--- src/rtl/csg_pkg.sv ---
package csg_pkg;

    typedef enum logic [2:0] {
        ST_IDLE,
        ST_PRE_EQ,
        ST_BROAD,
        ST_POST_EQ,
        ST_ACTIVE
    } csg_state_t;

    typedef enum logic [1:0] {
        MODE_INTERLACE = 2'b00,
        MODE_TEXT      = 2'b01,
        MODE_TERMINAL  = 2'b10,
        MODE_EXTSYNC   = 2'b11
    } csg_mode_t;

    // Nearest tick for a time given in hundredths of a microsecond (line = 6400)
    function automatic int ticks_at(input int line_ticks, input int centi_us);
        return (centi_us * line_ticks + 3200) / 6400;
    endfunction

endpackage

--- src/rtl/csg_half_counter.sv ---
module csg_half_counter #(
    parameter int HALF_TICKS = 192,
    parameter int HW         = $clog2(HALF_TICKS)
) (
    input  logic          clk,
    input  logic          rst_n,
    input  logic          clear,
    input  logic          tick,
    output logic [HW-1:0] hpos,
    output logic          second_half,
    output logic          half_end
);

    localparam logic [HW-1:0] LAST = HW'(HALF_TICKS - 1);

    assign half_end = tick && !clear && (hpos == LAST);

    always_ff @(posedge clk) begin
        if (!rst_n || clear) begin
            hpos        <= '0;
            second_half <= 1'b0;
        end else if (tick) begin
            if (hpos == LAST) begin
                hpos        <= '0;
                second_half <= ~second_half;
            end else begin
                hpos <= hpos + 1'b1;
            end
        end
    end

endmodule

--- src/rtl/csg_field_fsm.sv ---
module csg_field_fsm
    import csg_pkg::*;
#(
    parameter int FRAME_LINES = 625,
    parameter int VS_HALVES   = 5,
    parameter int FW          = $clog2(FRAME_LINES + 2)
) (
    input  logic       clk,
    input  logic       rst_n,
    input  logic [1:0] mode_in,
    input  logic       half_end,
    output csg_state_t state,
    output logic       frame_end
);

    localparam logic [FW-1:0] PRE_LAST   = FW'(VS_HALVES - 1);
    localparam logic [FW-1:0] BROAD_LAST = FW'(2 * VS_HALVES - 1);
    localparam logic [FW-1:0] POST_LAST  = FW'(3 * VS_HALVES - 1);
    localparam logic [FW-1:0] MID_LAST   = FW'(FRAME_LINES - 1);
    localparam logic [FW-1:0] SHORT_LAST = FW'(FRAME_LINES - 2);
    localparam logic [FW-1:0] LONG_LAST  = FW'(FRAME_LINES);

    csg_state_t      state_d;
    csg_mode_t       cur_mode;
    logic            field;
    logic [FW-1:0]   fcnt;
    logic [FW-1:0]   field_last;
    logic            field_end;
    logic            ext_req;

    assign ext_req = (mode_in == MODE_EXTSYNC);

    always_comb begin
        unique case (cur_mode)
            MODE_INTERLACE: field_last = MID_LAST;
            MODE_TEXT:      field_last = field ? LONG_LAST : SHORT_LAST;
            MODE_TERMINAL:  field_last = SHORT_LAST;
            MODE_EXTSYNC:   field_last = SHORT_LAST;
        endcase
    end

    assign field_end = half_end && (state == ST_ACTIVE) && (fcnt == field_last);
    assign frame_end = field_end && field;

    always_comb begin
        state_d = state;
        unique case (state)
            ST_IDLE:    if (!ext_req) state_d = ST_PRE_EQ;
            ST_PRE_EQ:  if (half_end && fcnt == PRE_LAST) state_d = ST_BROAD;
            ST_BROAD:   if (half_end && fcnt == BROAD_LAST) state_d = ST_POST_EQ;
            ST_POST_EQ: if (half_end && fcnt == POST_LAST) state_d = ST_ACTIVE;
            ST_ACTIVE:  if (field_end) state_d = (field && ext_req) ? ST_IDLE : ST_PRE_EQ;
            default:    state_d = ST_IDLE;
        endcase
    end

    always_ff @(posedge clk) begin
        if (!rst_n) begin
            state    <= ST_IDLE;
            cur_mode <= MODE_EXTSYNC;
            field    <= 1'b0;
            fcnt     <= '0;
        end else begin
            state <= state_d;
            if (state == ST_IDLE) begin
                fcnt     <= '0;
                field    <= 1'b0;
                cur_mode <= csg_mode_t'(mode_in);
            end else if (field_end) begin
                fcnt  <= '0;
                field <= ~field;
                if (field) cur_mode <= csg_mode_t'(mode_in);
            end else if (half_end) begin
                fcnt <= fcnt + 1'b1;
            end
        end
    end

endmodule

--- src/rtl/csg_line_track.sv ---
module csg_line_track #(
    parameter int LW = 10
) (
    input  logic          clk,
    input  logic          rst_n,
    input  logic          clear,
    input  logic          half_end,
    input  logic          second_half,
    input  logic          frame_end,
    output logic [LW-1:0] line_no,
    output logic          parity
);

    always_ff @(posedge clk) begin
        if (!rst_n || clear) begin
            line_no <= LW'(1);
            parity  <= 1'b0;
        end else if (frame_end) begin
            line_no <= LW'(1);
            parity  <= ~parity;
        end else if (half_end && second_half) begin
            line_no <= line_no + 1'b1;
        end
    end

endmodule

--- src/rtl/csg_timebase.sv ---
module csg_timebase
    import csg_pkg::*;
#(
    parameter int LINE_TICKS   = 384,
    parameter int FRAME_LINES  = 625,
    parameter int VS_HALVES    = 5,
    parameter int WIN_A_FIRST  = 42,
    parameter int WIN_A_LAST   = 291,
    parameter int WIN_B_FIRST  = 355,
    parameter int WIN_B_LAST   = 604
) (
    input  logic       clk,
    input  logic       rst_n,
    input  logic       tick,
    input  logic [1:0] mode_in,
    input  logic       sync_oe,
    input  logic       parity_off,
    output logic       csync_n,
    output logic       disp_en,
    output logic       odd_even
);

    localparam int HALF_TICKS = LINE_TICKS / 2;
    localparam int HW = $clog2(HALF_TICKS);
    localparam int PW = $clog2(LINE_TICKS);
    localparam int LW = $clog2(FRAME_LINES + 2);

    localparam logic [HW-1:0] LSP_T   = HW'(ticks_at(LINE_TICKS, 466));
    localparam logic [HW-1:0] EQ_T    = HW'(ticks_at(LINE_TICKS, 233));
    localparam logic [HW-1:0] BROAD_T = HW'(ticks_at(LINE_TICKS, 2733));
    localparam logic [PW-1:0] WIN_ON  = PW'(ticks_at(LINE_TICKS, 1667));
    localparam logic [PW-1:0] WIN_OFF = PW'(ticks_at(LINE_TICKS, 5667));
    localparam logic [PW-1:0] HALF_P  = PW'(HALF_TICKS);

    csg_state_t    state;
    logic [HW-1:0] hpos;
    logic          second_half;
    logic          half_end;
    logic          frame_end;
    logic [LW-1:0] line_no;
    logic          parity;
    logic          hl_start;
    logic [PW-1:0] line_pos;
    logic          in_rows;
    logic          pulse_low;
    logic          running;

    assign running  = (state != ST_IDLE);
    assign hl_start = (hpos == '0);

    csg_half_counter #(.HALF_TICKS(HALF_TICKS), .HW(HW)) u_half (
        .clk(clk), .rst_n(rst_n), .clear(!running), .tick(tick),
        .hpos(hpos), .second_half(second_half), .half_end(half_end)
    );

    csg_field_fsm #(.FRAME_LINES(FRAME_LINES), .VS_HALVES(VS_HALVES), .FW(LW)) u_fsm (
        .clk(clk), .rst_n(rst_n), .mode_in(mode_in), .half_end(half_end),
        .state(state), .frame_end(frame_end)
    );

    csg_line_track #(.LW(LW)) u_line (
        .clk(clk), .rst_n(rst_n), .clear(!running), .half_end(half_end),
        .second_half(second_half), .frame_end(frame_end),
        .line_no(line_no), .parity(parity)
    );

    always_comb begin
        line_pos = second_half ? (HALF_P + PW'(hpos)) : PW'(hpos);
        in_rows  = ((line_no >= LW'(WIN_A_FIRST)) && (line_no <= LW'(WIN_A_LAST))) ||
                   ((line_no >= LW'(WIN_B_FIRST)) && (line_no <= LW'(WIN_B_LAST)));
        unique case (state)
            ST_IDLE:    pulse_low = 1'b0;
            ST_PRE_EQ:  pulse_low = (hpos < EQ_T);
            ST_BROAD:   pulse_low = (hpos < BROAD_T);
            ST_POST_EQ: pulse_low = (hpos < EQ_T);
            ST_ACTIVE:  pulse_low = !second_half && (hpos < LSP_T);
            default:    pulse_low = 1'b0;
        endcase
        csync_n  = !(sync_oe && pulse_low);
        disp_en  = running && in_rows && (line_pos >= WIN_ON) && (line_pos < WIN_OFF);
        odd_even = running && parity && !parity_off;
    end

endmodule

--- config.mk ---
export PLATFORM = sky130hd
export DESIGN_NAME = csg_timebase
export DESIGN_NICKNAME = d
export VERILOG_FILES = /design/src/rtl/csg_pkg.sv /design/src/rtl/csg_half_counter.sv /design/src/rtl/csg_field_fsm.sv /design/src/rtl/csg_line_track.sv /design/src/rtl/csg_timebase.sv
export SDC_FILE = /design/constraint.sdc
export NUM_CORES = 1
export LEC_CHECK = 0
export BUFFER_PORTS_ARGS = -buffer_cell sky130_fd_sc_hd__buf_4
export CAP_MARGIN = 20
export CORE_UTILIZATION = 55
export DETAILED_ROUTE_END_ITERATION = 10
export GPL_ROUTABILITY_DRIVEN = 1
export PLACE_DENSITY = 0.75
export SLEW_MARGIN = 20
export SYNTH_ARGS = -nofsm -noshare
export SYNTH_HDL_FRONTEND = slang
export SYNTH_SLANG_ARGS = --single-unit
--- constraint.sdc ---
create_clock -name clk -period 2.1 [get_ports clk]
set_clock_uncertainty 0.15 [all_clocks]
set_input_delay 0.105 -clock clk [delete_from_list [all_inputs] [get_ports clk]]
set_output_delay 0.105 -clock clk [all_outputs]
set_load 0.03 [all_outputs]
* After elaboration in Yosys (flattened, before gate mapping)
Cells that the tools add are included.
Word-level totals: flip-flop bits (word level) 36, input port bits 7, output and inout bits 3, logic and storage cells 97
Cells by class: $add $sub $neg 4, magnitude comparators 9, eq/ne operators 18, mux-type cells 15, bitwise gates (word level) 4, reductions and logical operators 39
Operators by type and width (number):
- 10-bit case mux with 3 select lines | 1
- 10-bit by 1-bit adder with 10-bit output, second input constant | 2
- 10-bit by 4-bit equality test with 1-bit output, second input constant | 2
- 1-bit logical AND | 19
- 3-bit 2-to-1 mux | 5
- 3-bit case mux with 5 select lines | 1
- 10-bit equality test | 1
- 10-bit by 3-bit equality test with 1-bit output, second input constant | 1
- 10-bit by 6-bit greater-or-equal comparator with 1-bit output, second input constant | 1
- 10-bit by 9-bit greater-or-equal comparator with 1-bit output, second input constant | 1
- 10-bit <= comparator, second input constant | 1
- 10-bit by 9-bit <= comparator with 1-bit output, second input constant | 1
- 8-bit by 8-bit adder with 9-bit output, first input constant | 1
- 9-bit by 7-bit greater-or-equal comparator with 1-bit output, second input constant | 1
- 9-bit less-than comparator, second input constant | 1
- 9-bit 2-to-1 mux | 1
- 8-bit by 1-bit adder with 8-bit output, second input constant | 1
- 8-bit equality test, second input constant | 1
- 8-bit by 4-bit less-than comparator with 1-bit output, second input constant | 1
- 8-bit by 5-bit less-than comparator with 1-bit output, second input constant | 1
- 8-bit less-than comparator, second input constant | 1
- 8-bit 2-to-1 mux | 1
- 2-bit by 1-bit inequality test with 1-bit output, second input constant | 4
- 2-bit OR reduction | 4
- 20 further kinds | 35

* Depth between registers and ports, before layout
depth in word-level cells 7, gate-level depth with buffers 7, gate-level depth less buffers 7

* Cells and area by module
From an unflattened synthesis, not the netlist that was laid out.
Unflattened totals: cell total of the unflattened synthesis 256, area total of the unflattened synthesis 2215.9 µm²
By module, submodules not included:
- csg_field_fsm | times used 1, cells an instance 110, area each 979.7 µm², seq. area each 320.3 µm²
- csg_line_track | times used 1, cells an instance 56, area each 501.7 µm², seq. area each 220.2 µm²
- csg_half_counter | times used 1, cells an instance 49, area each 442.9 µm², seq. area each 180.2 µm²
- csg_timebase | times used 1, cells an instance 41, area each 291.5 µm², seq. area each 0.0 µm²

* Worst setup path before layout
No wires, ideal clock.
path kind register to output, start point register u_half.hpos[6], end point output port disp_en, data arrival time 2657 ps, data required time 1845 ps, slack -812 ps, stages on the path, launching flop included 6, path buffers 0, path through dfxtp_1 > inv_1 > ha_1 > nor4bb_1 > a211oi_1 > a2111oi_0
Between the ends: cells in the longest elaborated chain, start to end 5, elaborated cells on any way between the ends 6, those cells by class 1 x add/sub; 2 x order compare; 1 x mux; 2 x reduce/logical
RTL lines:
- from (decl) | line csg_half_counter.sv:9 | output logic [HW-1:0] hpos,
- from (signal assigned) | line csg_half_counter.sv:27 | hpos <= hpos + 1'b1;
- 8-bit by 8-bit adder with 9-bit output | line csg_timebase.sv:68 | line_pos = second_half ? (HALF_P + PW'(hpos)) : PW'(hpos);
- 9-bit 2-to-1 mux * | line csg_timebase.sv:68
- 9-bit by 7-bit greater-or-equal comparator with 1-bit output | line csg_timebase.sv:80 | disp_en = running && in_rows && (line_pos >= WIN_ON) && (line_pos < WIN_OFF);
- 1-bit logical AND | line csg_timebase.sv:80
- 1-bit logical AND * | line csg_timebase.sv:80
- to (decl) | line csg_timebase.sv:19 | output logic disp_en,
Every way passes the cells marked *; elsewhere a longest branch is shown, timed or not.

* Worst setup path in the final report
start point register u_half.hpos[7], end point output port disp_en
The elaborated chain is that of the path after synthesis.

==> results_dict.tcl <==
set metrics [dict create \
    place.port_buffers 9 \
    dieArea_sq_um 4220 \
    period_share 1.04 \
    numCtsBuffers 5 \
    drt_iter0_markers 112 \
    dieWidth_um 65.0 \
    drt_pass1_iterations 4 \
    die_y_um 65.0 \
    instances_no_fill 350 \
    slew_violations 0 \
    globalplace.congestion 0.909 \
    cp-start-kind "flop" \
    outcome "finished, violations left" \
    crit_type "flop to output port" \
    grt_pass1_wl_um 8490 \
    rsz0062_at_grt "true" \
    crit_fanout 5 \
    fin_crit_ns 2.18 \
    synth_fp_nets 276 \
    grt_max_degree 12 \
    syn_area_per_cell_sq_um 8.48 \
    grt_pass1_vias 1876 \
    vias 1994 \
    worst_pin_slew_ns 0.424 \
    synth-xor-area-share 0.108 \
    fp-row-count 22 \
    cp_data_required_time_ns 1.85 \
    total_power_uw 1730 \
    synthSimpleGateAreaFrac 0.299 \
    n_antenna_cell 0 \
    min_from "parity_off" \
    min_delay_path_depth 3 \
    relSlewSlack 0.715 \
    synth_compound_area_frac 0.139 \
    postRouteAntennaNets 0 \
    r2r-end "u_fsm.fcnt[0]" \
    multi_input_area_sq_um 1520 \
    track_usage 0.265 \
    coreArea_sq_um 3740 \
    setup_slack_ns -0.0762 \
    setup_tns_ns -0.0762 \
    cp.arrival_ns 1.92 \
    seq_area_sq_um 728 \
    initial_utilization 0.582 \
    ys_seq_area_frac 0.331 \
    htreeDepth 2 \
    wl_um 5290 \
    antenna_found_initial 0 \
    grt.overflow.total 0 \
    end_kind "output port" \
    viasPerCell 5.70 \
    clock_sinks 36 \
    setup_viol 1 \
    pin_count 10 \
    area_delta_synth_final_pct 29.0 \
    hold_class "input port to output port" \
    drc_errors 0 \
    post_route_cells_drive_above_1_share 0.281 \
    cts_tree "done" \
    synthMuxAreaShare 0.0138 \
    clkSlewWorstSetupHoldPaths_ns 0.07 \
    max_cap_violations 0 \
    wl_per_cell_um 15.1 \
    reg2regPathDepth 7 \
    synth_top_family_by_area "simple AND/OR/NAND/NOR gates" \
    clock_latency_ns 0.29 \
    nFillCells 276 \
    clk_path_buf_depth 2 \
    hold_viol_final 0 \
    r2r-start "u_half.hpos[6]" \
    violations "negative setup slack" \
    dp_cells 334 \
    max_freq_mhz 460 \
    fin_nets 320 \
    power_leakage_uw 0.00109 \
    synth_area_sq_um 2180 \
    ir_drop_mv 0.474 \
    min_to "odd_even" \
    synth-adder-area-share 0.0689 \
    root_buffer "clkbuf_8" \
    ys.warnings.count 0 \
    syn_inst 257 \
    ys_seq_elements 36 \
    dp_hpwl_um 3570 \
    powerDensity_nw_per_um2 615 \
    r2r_setup_slack_ns 0.08 \
    synthDistinctLibCells 57 \
]
==> state kept, by name, summed over array words and instances, names as in the netlist <==
signal              cells
u_fsm.cur_mode          2
u_fsm.fcnt             10
u_fsm.field             1
u_fsm.state             3
u_half.hpos             8
u_half.second_half      1
u_line.line_no         10
u_line.parity           1
==> cells in the final DEF, fill, tap and decap left out, drive strengths merged, types with 4 or more instances in the layout <==
| master | count |
|---|---|
| nand2b | 4 |
| nand4 | 6 |
| nand3 | 16 |
| dfxtp | 36 |
| xor2 | 19 |
| nand2 | 24 |
| and3 | 6 |
| buf | 43 |
| o21ai | 13 |
| or3 | 4 |
| nor4 | 5 |
| dlygate4sd3 | 4 |
| clkbuf | 6 |
| ha | 12 |
| xnor2 | 8 |
| inv | 11 |
| nor2 | 37 |
==> synthesized netlist by cell type, drive strengths merged <==
cell type / instances / area share
a21oi: 3 / 0.0069
nor2b: 1 / 0.0029
and3: 6 / 0.017
o32ai: 1 / 0.0040
buf: 7 / 0.015
a32oi: 1 / 0.0040
nand3: 16 / 0.047
nor4bb: 2 / 0.0092
nand2b: 4 / 0.011
nor3: 3 / 0.014
xor2: 19 / 0.076
a41oi: 1 / 0.0040
nand4: 6 / 0.024
ha: 12 / 0.069
a21o: 1 / 0.0034
o21ai: 13 / 0.030
a211oi: 3 / 0.010
a31oi: 1 / 0.0029
o31a: 1 / 0.0040
a221oi: 1 / 0.0040
a211o: 1 / 0.0040
a2111o: 2 / 0.010
nand2: 24 / 0.041
nor2: 37 / 0.065
xnor2: 8 / 0.032
dfxtp: 36 / 0.33
nand3b: 1 / 0.0034
a32o: 1 / 0.0046
or3: 4 / 0.014
o211ai: 2 / 0.0069
and2: 2 / 0.0057
or2: 1 / 0.0029
o31ai: 1 / 0.0034
mux2i: 3 / 0.014
nor3b: 2 / 0.0092
a2111oi: 3 / 0.021
and4: 2 / 0.0080
inv: 11 / 0.019
nand4bb: 1 / 0.0052
a22oi: 1 / 0.0034
or3b: 1 / 0.0040
nor4: 5 / 0.014
clkbuf: 3 / 0.0057
o311ai: 2 / 0.0080
a311oi: 1 / 0.0040
==> layer usage <==
layer  vias up  track usage  share of wire
met5         -            0              0
met4         0        0.125          0.020
met3        14       0.0581          0.040
met2        49        0.424           0.48
met1       935        0.335           0.46
li1        996            -              -
==> through the flow <==
| stage | util | instance area [sq um] | hold slack (ns) | setup slack (ns) |
|---|---|---|---|---|
| floorplan | - | 2200 | 0.115 | 0.0119 |
| global placement | 0.670 | 2510 | 0.196 | 0.0699 |
| detailed placement | 0.670 | 2510 | 0.198 | -0.00460 |
| CTS | 0.724 | 2710 | 0.328 | -0.0512 |
| global route | 0.751 | 2810 | 0.338 | -0.177 |
| finish | 0.751 | 2810 | 0.326 | -0.0762 |
==> logic make-up after synthesis <==
group / Yosys count
xor gates and xnor gates: 27
and+or+nand+nor: 118
buffers and inverters: 21
muxes: 3
adders and majority gates: 12
DFF: 36
AOI/OAI and AO/OA: 40
==> power by group <==
group	internal, uW	switching [uW]	leakage, uW
sequential	713	29.0	0.000292
combinational	204	275	0.000746
clock	262	248	0.0000510
==> final cells by class <==
| class | count | area share |
|---|---|---|
| well taps | 48 | 0.0214 |
| repair buffers | 47 | 0.130 |
| clock inverters | 2 | 0.00356 |
| inverters | 11 | 0.0156 |
| clock buffers | 6 | 0.0294 |
| flip-flops and latches | 36 | 0.259 |
| multi-input cells | 200 | 0.541 |
==> how the worst max path moves through the flow <==
stage                            startpoint                 to  slack (ns)  depth (start not counted)
after floorplan              u_half.hpos[6]  u_line.line_no[1]        0.01                          7
after global placement       u_half.hpos[6]  u_line.line_no[1]        0.07                          7
after detailed placement     u_half.hpos[6]  u_line.line_no[1]      -0.005                          7
after CTS                    u_half.hpos[6]            disp_en       -0.05                          8
after global routing      u_line.line_no[0]            disp_en       -0.18                          9
final                        u_half.hpos[7]            disp_en       -0.08                          8
==> worst max-delay path: stages (launching register included) <==
cell and delay (ns):
dfxtp_2 0.36, buf_4 0.15, inv_4 0.05, ha_4 0.27, xnor2_1 0.12, o21ai_1 0.13, a211oi_2 0.32, a2111oi_4 0.05
buf_4 0.19
==> timing repair <==
item / CTS / global route
setup buffers: 1 / 3
setup endpoints to repair: 3 / 27
hold buffers: 4 / 0
pin swaps: 2 / 10
hold endpoints to repair: 3 / 0
gates resized for setup: 16 / 18
cloned: 0 / 0
No activity file was read; power rests on OpenSTA's default activity.
